## src/rtl/adc_seq_pkg.sv

```systemverilog
package adc_seq_pkg;

    localparam int ADDR_W = 2;
    localparam int DATA_W = 8;
    localparam int FRZ_W  = 2;
    localparam int SMP_W  = 2;
    localparam int PRS_W  = 5;
    localparam int RES_HI = 10;
    localparam int RES_LO = 8;
    localparam int PH_W   = (1 << SMP_W) + 1;

    localparam logic [ADDR_W-1:0] ADDR_FRZ = 2'd0;
    localparam logic [ADDR_W-1:0] ADDR_CLK = 2'd1;
    localparam logic [ADDR_W-1:0] ADDR_GO  = 2'd2;

    localparam int CLK_RES_BIT = 7;
    localparam int CLK_SMP_LSB = 5;

    typedef enum logic [FRZ_W-1:0] {
        FRZ_RUN    = 2'b00,
        FRZ_RSVD   = 2'b01,
        FRZ_FINISH = 2'b10,
        FRZ_STOP   = 2'b11
    } frz_t;

    typedef enum logic [2:0] {
        PH_IDLE,
        PH_BUF,
        PH_SAMP,
        PH_CONV,
        PH_HOLD
    } phase_t;

    typedef struct packed {
        frz_t             frz;
        logic             res10;
        logic [SMP_W-1:0] smp;
        logic [PRS_W-1:0] prs;
    } cfg_t;

    function automatic logic [PH_W-1:0] smp_ticks(input logic [SMP_W-1:0] code);
        return PH_W'(2) << code;
    endfunction

endpackage

```

## src/rtl/adc_seq_regs.sv

```systemverilog
module adc_seq_regs
    import adc_seq_pkg::*;
(
    input  logic              clk,
    input  logic              rst,
    input  logic              wr_en,
    input  logic [ADDR_W-1:0] wr_addr,
    input  logic [DATA_W-1:0] wr_data,
    output cfg_t              cfg,
    output logic              ctl_wr,
    output logic              start_wr
);

    assign ctl_wr   = wr_en && (wr_addr == ADDR_FRZ || wr_addr == ADDR_CLK);
    assign start_wr = wr_en && (wr_addr == ADDR_GO);

    always_ff @(posedge clk) begin
        if (rst) begin
            cfg.frz   <= FRZ_RUN;
            cfg.res10 <= 1'b0;
            cfg.smp   <= '0;
            cfg.prs   <= PRS_W'(1);
        end else if (wr_en) begin
            if (wr_addr == ADDR_FRZ) begin
                cfg.frz <= frz_t'(wr_data[FRZ_W-1:0]);
            end else if (wr_addr == ADDR_CLK) begin
                cfg.res10 <= wr_data[CLK_RES_BIT];
                cfg.smp   <= wr_data[CLK_SMP_LSB +: SMP_W];
                cfg.prs   <= wr_data[PRS_W-1:0];
            end
        end
    end

endmodule

```

## src/rtl/adc_seq_presc.sv

```systemverilog
module adc_seq_presc #(
    parameter int PRS_W = 5
) (
    input  logic             clk,
    input  logic             rst,
    input  logic             clr,
    input  logic             run,
    input  logic [PRS_W-1:0] prs,
    output logic             tick
);

    localparam int CNT_W = PRS_W + 1;

    logic [CNT_W-1:0] cnt;
    logic [CNT_W-1:0] lim;

    // period 2*(prs+1) means terminal count 2*prs+1
    assign lim  = {prs, 1'b1};
    assign tick = run && (cnt == lim);

    always_ff @(posedge clk) begin
        if (rst || clr) begin
            cnt <= '0;
        end else if (run) begin
            cnt <= tick ? '0 : cnt + 1'b1;
        end
    end

    // a tick is never followed directly by another tick
    a_r3_tick_spacing: assert property (@(posedge clk) disable iff (rst)
        tick |=> !tick);

endmodule

```

## src/rtl/adc_seq_sar.sv

```systemverilog
module adc_seq_sar #(
    parameter int RES_HI = 10,
    parameter int RES_LO = 8
) (
    input  logic              clk,
    input  logic              rst,
    input  logic              load,
    input  logic              step,
    input  logic              active,
    input  logic              res10,
    input  logic              cmp_i,
    output logic [RES_HI-1:0] trial,
    output logic              last,
    output logic [RES_HI-1:0] result
);

    localparam int IDX_W = $clog2(RES_HI);

    logic [RES_HI-1:0] acc;
    logic [IDX_W-1:0]  idx;
    logic [RES_HI-1:0] probe;

    assign probe = acc | ({{(RES_HI-1){1'b0}}, 1'b1} << idx);
    assign trial = active ? probe : '0;
    assign last  = (idx == '0);

    always_ff @(posedge clk) begin
        if (rst) begin
            acc    <= '0;
            idx    <= '0;
            result <= '0;
        end else if (load) begin
            acc <= '0;
            idx <= res10 ? IDX_W'(RES_HI - 1) : IDX_W'(RES_LO - 1);
        end else if (step) begin
            acc <= cmp_i ? probe : acc;
            if (last) begin
                result <= cmp_i ? probe : acc;
            end else begin
                idx <= idx - 1'b1;
            end
        end
    end

    // a narrow conversion leaves the upper result bits clear
    a_r4_narrow_result: assert property (@(posedge clk) disable iff (rst)
        (step && last && !res10) |=> (result[RES_HI-1:RES_LO] == '0));

endmodule

```

## src/rtl/adc_seq_ctrl.sv

```systemverilog
module adc_seq_ctrl
    import adc_seq_pkg::*;
#(
    parameter int SEQ_LEN   = 4,
    parameter int BUF_TICKS = 2
) (
    input  logic              clk,
    input  logic              rst,
    input  logic              wr_en,
    input  logic [ADDR_W-1:0] wr_addr,
    input  logic [DATA_W-1:0] wr_data,
    input  logic              dbg_halt,
    input  logic              cmp_i,
    output logic              samp_o,
    output logic [RES_HI-1:0] trial_o,
    output logic              conv_done_o,
    output logic [RES_HI-1:0] result_o,
    output logic              done_o
);

    localparam int SEQ_W = (SEQ_LEN > 1) ? $clog2(SEQ_LEN) : 1;
    localparam logic [SEQ_W-1:0] SEQ_LAST = SEQ_W'(SEQ_LEN - 1);
    localparam logic [PH_W-1:0]  BUF_LAST = PH_W'(BUF_TICKS - 1);

    cfg_t             cfg;
    logic             ctl_wr;
    logic             start_wr;
    logic             any_wr;
    phase_t           state;
    logic [PH_W-1:0]  ph_cnt;
    logic [SEQ_W-1:0] seq_idx;
    logic             running;
    logic             stall;
    logic             tick;
    logic             presc_clr;
    logic             sar_load;
    logic             sar_step;
    logic             sar_last;
    logic             conv_end;
    logic [PH_W-1:0]  smp_last;

    adc_seq_regs u_regs (
        .clk      (clk),
        .rst      (rst),
        .wr_en    (wr_en),
        .wr_addr  (wr_addr),
        .wr_data  (wr_data),
        .cfg      (cfg),
        .ctl_wr   (ctl_wr),
        .start_wr (start_wr)
    );

    assign any_wr    = ctl_wr || start_wr;
    assign running   = (state == PH_BUF) || (state == PH_SAMP) || (state == PH_CONV);
    assign stall     = (cfg.frz == FRZ_STOP) && dbg_halt;
    assign presc_clr = any_wr || !running;
    assign smp_last  = smp_ticks(cfg.smp) - 1'b1;

    adc_seq_presc #(.PRS_W(PRS_W)) u_presc (
        .clk  (clk),
        .rst  (rst),
        .clr  (presc_clr),
        .run  (running && !stall),
        .prs  (cfg.prs),
        .tick (tick)
    );

    assign sar_load = !any_wr && tick && (state == PH_SAMP) && (ph_cnt == smp_last);
    assign sar_step = !any_wr && tick && (state == PH_CONV);
    assign conv_end = sar_step && sar_last;

    adc_seq_sar #(.RES_HI(RES_HI), .RES_LO(RES_LO)) u_sar (
        .clk    (clk),
        .rst    (rst),
        .load   (sar_load),
        .step   (sar_step),
        .active (state == PH_CONV),
        .res10  (cfg.res10),
        .cmp_i  (cmp_i),
        .trial  (trial_o),
        .last   (sar_last),
        .result (result_o)
    );

    assign samp_o = (state == PH_BUF) || (state == PH_SAMP);

    always_ff @(posedge clk) begin
        if (rst) begin
            state       <= PH_IDLE;
            ph_cnt      <= '0;
            seq_idx     <= '0;
            done_o      <= 1'b0;
            conv_done_o <= 1'b0;
        end else begin
            conv_done_o <= 1'b0;
            if (ctl_wr) begin
                state   <= PH_IDLE;
                ph_cnt  <= '0;
                seq_idx <= '0;
                done_o  <= 1'b0;
            end else if (start_wr) begin
                state   <= PH_BUF;
                ph_cnt  <= '0;
                seq_idx <= '0;
                done_o  <= 1'b0;
            end else begin
                case (state)
                    PH_BUF: if (tick) begin
                        if (ph_cnt == BUF_LAST) begin
                            state  <= PH_SAMP;
                            ph_cnt <= '0;
                        end else begin
                            ph_cnt <= ph_cnt + 1'b1;
                        end
                    end
                    PH_SAMP: if (tick) begin
                        if (ph_cnt == smp_last) begin
                            state  <= PH_CONV;
                            ph_cnt <= '0;
                        end else begin
                            ph_cnt <= ph_cnt + 1'b1;
                        end
                    end
                    PH_CONV: if (conv_end) begin
                        conv_done_o <= 1'b1;
                        if (seq_idx == SEQ_LAST) begin
                            state  <= PH_IDLE;
                            done_o <= 1'b1;
                        end else begin
                            seq_idx <= seq_idx + 1'b1;
                            state   <= ((cfg.frz == FRZ_FINISH) && dbg_halt) ? PH_HOLD : PH_BUF;
                        end
                    end
                    PH_HOLD: if (!dbg_halt) begin
                        state  <= PH_BUF;
                        ph_cnt <= '0;
                    end
                    default: state <= PH_IDLE;
                endcase
            end
        end
    end

    // an abort write leaves the converter idle with done cleared
    a_r6_abort_idle: assert property (@(posedge clk) disable iff (rst)
        ctl_wr |=> (!done_o && !samp_o && trial_o == '0));

    // no trial code is presented while the converter tracks
    a_r5_no_trial_in_sample: assert property (@(posedge clk) disable iff (rst)
        samp_o |-> (trial_o == '0));

    // a stop-freeze halt holds the converter handshake still
    a_r10_stall_holds: assert property (@(posedge clk) disable iff (rst)
        (stall && running && !wr_en) |=> ($stable(trial_o) && $stable(samp_o) && $stable(done_o)));

    // completion comes together with the final conversion pulse
    a_r3_done_with_pulse: assert property (@(posedge clk) disable iff (rst)
        $rose(done_o) |-> conv_done_o);

    // done stays set until some register write
    a_r7_done_sticky: assert property (@(posedge clk) disable iff (rst)
        (done_o && !wr_en) |=> done_o);

endmodule

```

## config.mk

```make
export PLATFORM = sky130hd
export DESIGN_NAME = adc_seq_ctrl
export DESIGN_NICKNAME = d
export VERILOG_FILES = /design/src/rtl/adc_seq_pkg.sv /design/src/rtl/adc_seq_regs.sv /design/src/rtl/adc_seq_presc.sv /design/src/rtl/adc_seq_sar.sv /design/src/rtl/adc_seq_ctrl.sv
export SDC_FILE = /design/constraint.sdc
export NUM_CORES = 1
export LEC_CHECK = 0
export ABC_AREA = 1
export BUFFER_PORTS_ARGS = -buffer_cell sky130_fd_sc_hd__buf_4
export CORE_UTILIZATION = 60
export CTS_BUF_LIST = sky130_fd_sc_hd__clkbuf_8
export CTS_CLUSTER_DIAMETER = 200
export DETAILED_ROUTE_END_ITERATION = 10
export PLACE_DENSITY = 0.83
export SKIP_LAST_GASP = 1
export SLEW_MARGIN = 20
export SYNTH_ARGS = -nofsm -noshare
export SYNTH_HDL_FRONTEND = slang
export SYNTH_HIERARCHICAL = 1
export SYNTH_SLANG_ARGS = --single-unit
```

## constraint.sdc

```tcl
create_clock -name clk -period 3.28 [get_ports clk]
set_input_delay 0.328 -clock clk [delete_from_list [all_inputs] [get_ports clk]]
set_output_delay 0.328 -clock clk [all_outputs]
set_load 0.02 [all_outputs]
```

==> reports/metrics.cfg, run 1 <==
[cells_and_area]
final_area_sq_um=3320
diodes=0
drive_above_1_share_pct=16.1
nets=489
area_growth_pct=16.3
final_cells=518

[floorplanning]
dieArea_sq_um=5040
io_pins=38
start_util_pct=63.8
rows=24
die_x_microns=71.0
fp.dieH_microns=71.0
coreArea_sq_um=4470

[timing]
rsz0062_at_grt=false
tightest_slew_ns=0.703
slew_headroom_pct=53.0
max_freq_mhz=357
period_share_pct=85.5
setup_viol=0
fin_skew_ns=0.0157
final.min_clock_period_ns=2.80
drv_slew=0
fin_tns_setup_ns=0
hold_viol_final=0

[clock_network]
cts.sinks=52
cts_tree=built
htree_num_levels=2
ctsHoldBuffers=0
clock_latency_ns=0.32
numCtsBuffers=5
clock_path_buffers=2
cts_setup_buffers=0
root_buffer=clkbuf_8
cts_resized=0
clkTransAtPathRegs_ns=0.10

[detailed_routing]
drc=3
num_vias=2688
antenna_left=0
wl_per_cell_microns=11.7
wirelength_mm=6.07
drtPass1Iterations=7
first_iter_violations=165
viasPerCell=5.19

[power]
leakage_nw=1.66
powerDensity_nw_per_um2=430
ir_worst_vdd_mv=0.251

[placement]
place_inst=510
dpl_cell_area_sq_um=3180
routabilityCongestion=0.911
dp_hpwl_mm=4.58
portBuffers=37

[critical_path]
crit_top_cell=inv_1
worst-path-buf-inv=5
worstPathRequired_ns=3.53
path_max_fanout=7
crit_type=reg2reg
r2r_slack_ns=0.48
start_kind=register
worstSetupEndpointType=register
critPathArrivalTime_ns=3.05
critPathTopFamily=simple AND/OR/NAND/NOR gates
crit_chain=nand2_1 > a32oi_1 > buf_4 > nand2_2 > inv_1 > nand2_1 > nor2_2 > nand3_2 > inv_1 > nand2_2 > nor3_1 > inv_1 > nand3_2 > nand2_1 > inv_1 > o21ai_0 > a21oi_1
max_stage_delay_ns=0.46
cp-startpoint=state[0]
reg2reg_from=state[0]
slowest_stage=dfxtp_1

[grt]
grt_pass1_vias=2480
grt_max_degree=18
grt_usage_pct=26.0
grt_pass1_wl_mm=10.6
antenna_found_initial=0
overflow=0

[synth]
yosysWarnings=6
yosysMostFrequentCell=nand2_1
synth-seq-cells=52
yosys-top-cells-count=88 x nand2_1, 71 x nor2_1, 66 x inv_1
yosys-top-cells-area=dfxtp_1 36%, nand2_1 12%, nor2_1 9.3%, inv_1 8.7%, a21oi_1 4.4%
syn_area_per_cell_sq_um=6.75
async_flop_share_pct=0
synth_top_area_share_pct=36.5
syn-cell-area_sq_um=2860
yosys_most_used_dff=dfxtp_1
syn-num-nets=447
yosysUniqueCellTypes=28
synth_top_area_cell=dfxtp_1
synth.yosys.seq_area_share_pct=36.5
netlist_instances=423
synth_edf_count=0

[min_path]
min_from=wr_data[4]
worstHoldPathType=in2reg

[status]
violations=design-rule violations
status=complete, but fails checks

[job]
drv_cap=0

[cell type report]
type                    instances  area [sq um]
multi-input cells             296          1520
inverters                      71           267
clock buffers                   5          68.8
fillers                       376          1150
clock inverters                 3          68.8
flip-flops and latches         52          1040
well taps                      52          65.1
repair buffers                 39           293
[per-stage QoR]
stage	power (mW)	setup slack (ns)	hold WS [ns]	utilization [%]
global route	1.49	0.157	0.245	74.2
detailed placement	0.905	0.488	0.442	71.1
CTS	1.43	0.488	0.228	74.2
finish	1.43	0.477	0.230	74.2
global placement	0.905	0.658	0.437	71.1
floorplan	0.839	0.741	0.397	-
[registers in the layout, summed over array words and instances (netlist names)]
signal        count
u_regs/cfg       10
u_sar/acc        10
u_sar/result     10
u_presc/cnt       6
ph_cnt            5
u_sar/idx         4
state             3
seq_idx           2
conv_done_o       1
done_o            1
[worst paths after layout]
| kind | to | cells after the start |
|---|---|---|
| max reg2reg | u_sar/idx[0] | 17 |
| min | u_regs/cfg[4] | 3 |
| max | u_sar/idx[0] | 17 |
| min reg2reg | seq_idx[1] | 2 |
[placed cells by master, fill, tap and decap left out, types with 4 or more instances in the layout]
cell type	count
nand2_1	88
nor2_1	71
inv_1	66
dfxtp_1	52
buf_4	39
o21ai_0	25
a21oi_1	25
nand3_1	18
ha_1	9
o21ai_1	8
nand2_2	7
nor3_1	6
nor2_2	6
xor2_1	6
o211a_1	6
nor2_4	5
clkbuf_8	5
nand3_2	4
[per-layer routing]
layer | wire [microns] | vias up | share of wire, % | track usage (%)
met1 | 2740 | 1202 | 45 | 33.3
met4 | 102 | 0 | 1.7 | 10.7
li1 | - | 1406 | - | -
met5 | 0 | - | 0 | 0
met3 | 320 | 9 | 5.3 | 3.28
met2 | 2910 | 71 | 48 | 44.4
[worst reg2reg max path, stage by stage, from the launching register on]
cell and delay [ns]:
dfxtp_1 0.46, nand2_1 0.16, a32oi_1 0.18, buf_4 0.17
nand2_2 0.06, inv_1 0.07, nand2_1 0.06, nor2_2 0.10
nand3_2 0.11, inv_1 0.10, nand2_2 0.12, nor3_1 0.38
inv_1 0.18, nand3_2 0.14, nand2_1 0.13, inv_1 0.11
o21ai_0 0.08, a21oi_1 0.14
[cell families after synthesis]
logic type | Yosys count | share of synthesized area (%)
xor+xnor | 6 | 1.84
fa+ha+maj | 9 | 3.94
flops | 52 | 36.5
simple gates | 216 | 34.8
compound gates | 65 | 12.6
buf+inv | 75 | 10.4
[power breakdown]
part | switching, mW | internal (mW) | total, mW
registers | 0.0181 | 0.647 | 0.665
logic | 0.148 | 0.0821 | 0.230
clock network | 0.225 | 0.307 | 0.532
total | 0.391 | 1.04 | 1.43
Note: power is estimated with default switching activity, not from simulation.
==> run 2, diff against run 1 <==
--- a/config.mk
+++ b/config.mk
@@ -11,6 +11,7 @@
 export CTS_BUF_LIST = sky130_fd_sc_hd__clkbuf_8
 export CTS_CLUSTER_DIAMETER = 200
 export DETAILED_ROUTE_END_ITERATION = 10
+export GPL_TIMING_DRIVEN = 0
 export PLACE_DENSITY = 0.83
 export SKIP_LAST_GASP = 1
 export SLEW_MARGIN = 20
==> constraint.sdc (replaced) <==
create_clock -name clk -period 3.2 [get_ports clk]
set_input_delay 0.32 -clock clk [delete_from_list [all_inputs] [get_ports clk]]
set_output_delay 0.32 -clock clk [all_outputs]
set_load 0.02 [all_outputs]
==> reports/metrics.cfg, run 2 (synthesized netlist as in run 1, its figures left out) <==
[grt]
grt_pass1_vias=2501
grt_usage_pct=26.1
grt_max_degree=16
antenna_found_initial=0
grt_pass1_wl_mm=10.5
overflow=0

[cells_and_area]
final_cell_mix=88 x nand2_1, 71 x nor2_1, 67 x inv_1, 52 x dfxtp_1, 37 x buf_4
final_util_pct=74.4
layout_commonest_cell=nand2_1
area_growth_pct=16.6
drive_above_1_share_pct=16.5
nets=491
final_area_sq_um=3330
fillerInstances=362
final_cells=520
largestRegisters=u_regs/cfg: 10 flops, u_sar/acc: 10 flops, u_sar/result: 10 flops
multiInputGateArea_sq_um=1540
diodes=0
seq_area_sq_um=1040

[floorplanning]
coreArea_sq_um=4470
dieArea_sq_um=5040
die_x_microns=71.0
fp.dieH_microns=71.0
io_pins=38
start_util_pct=63.8
rows=24

[detailed_routing]
first_iter_violations=138
wl_per_cell_microns=11.8
drc=2
drtPass1Iterations=10
antenna_left=0
num_vias=2701
wirelength_mm=6.12
viasPerCell=5.19

[timing]
rsz0062_at_grt=false
period_share_pct=90.9
fin_tns_setup_ns=0
fin_ws_ns=0.292
slew_headroom_pct=53.8
final.min_clock_period_ns=2.91
tightest_slew_ns=0.691
holdWs_ns=0.230
setup_viol=0
hold_viol_final=0
fin_skew_ns=0.00715
max_freq_mhz=344
drv_slew=0

[critical_path]
critPathArrivalTime_ns=3.15
path_max_fanout=8
worstSetupEndpointType=register
crit_type=reg2reg
start_kind=register
worstPathRequired_ns=3.44

[power]
combPwrFrac_pct=17.5
p_seq_share_pct=50.0
finalPower_mw=1.37
switchingPower_uw=388
ir_worst_vdd_mv=0.313
clkPwrFrac_pct=32.5
switching_share_pct=28.4
powerDensity_nw_per_um2=410
leakage_nw=1.66
internal_power_uw=977

[clock_network]
clkTransAtPathRegs_ns=0.09
cts_resized=0
numCtsBuffers=5
root_buffer=clkbuf_8
clock_latency_ns=0.31
cts_setup_buffers=0
cts.sinks=52
htree_num_levels=2
clock_path_buffers=2
cts_tree=built
ctsHoldBuffers=0

[placement]
portBuffers=37
dpl_cell_area_sq_um=3200
place_inst=512
dp_hpwl_mm=4.52
dp_worst_setup_slack_ns=0.0594
routabilityCongestion=0.908

[min_path]
worstHoldPathType=in2reg

[job]
drv_cap=0

[status]
status=complete, but fails checks
violations=design-rule violations

[run 2: changes by cell type in the layout (fill, tap and decap cells not counted), sizes merged]
cell / change
clkinv: +1
bufinv: -1
clkbuf: +2
[run 2: final timing paths]
kind / start / endpoint / slack [ns] / cells after the start
hold / removal: wr_data[2] / u_regs/cfg[2] / 0.23 / 3
setup reg to reg: state[0] / u_sar/idx[1] / 0.29 / 17
hold reg to reg: seq_idx[1] / seq_idx[1] / 0.46 / 2
setup / recovery: state[0] / u_sar/idx[1] / 0.29 / 17
[run 2: layout make-up]
type | count | share of cell area, %
buffer | 4 | 0.939
tap | 52 | 1.95
clock inverter | 3 | 1.16
clock buffer | 5 | 2.07
multi-input combinational | 296 | 46.3
sequential | 52 | 31.3
inverter | 71 | 8.00
timing repair buffer | 37 | 8.34
[run 2: worst max-delay path: stages (launching register included)]
cell      delay, ns
dfxtp_1        0.50
nand2_1        0.21
a32oi_4        0.30
nand2_2        0.09
inv_1          0.08
nand2_1        0.06
nor2_2         0.09
nand3_2        0.11
inv_1          0.12
nand2_2        0.13
nor2_4         0.15
clkbuf_2       0.22
inv_1          0.16
nand2_1        0.09
nand2_1        0.15
inv_1          0.13
o21ai_0        0.10
a21oi_1        0.14
[run 2: per-layer routing]
metal | global-route usage, % | wire (microns)
met2 | 44.2 | 2910
met1 | 33.1 | 2870
met5 | 0 | 0
met4 | 9.33 | 78
met3 | 5.13 | 259
[run 2: power groups by stage]
stage	registers [mW]	logic, mW	clock network (mW)
2_1_floorplan	0.691	0.169	0
3_3_place_gp	0.695	0.224	0
3_5_place_dp	0.696	0.227	0
4_1_cts	0.681	0.229	0.451
5_1_grt	0.686	0.273	0.477
6_report	0.682	0.239	0.443
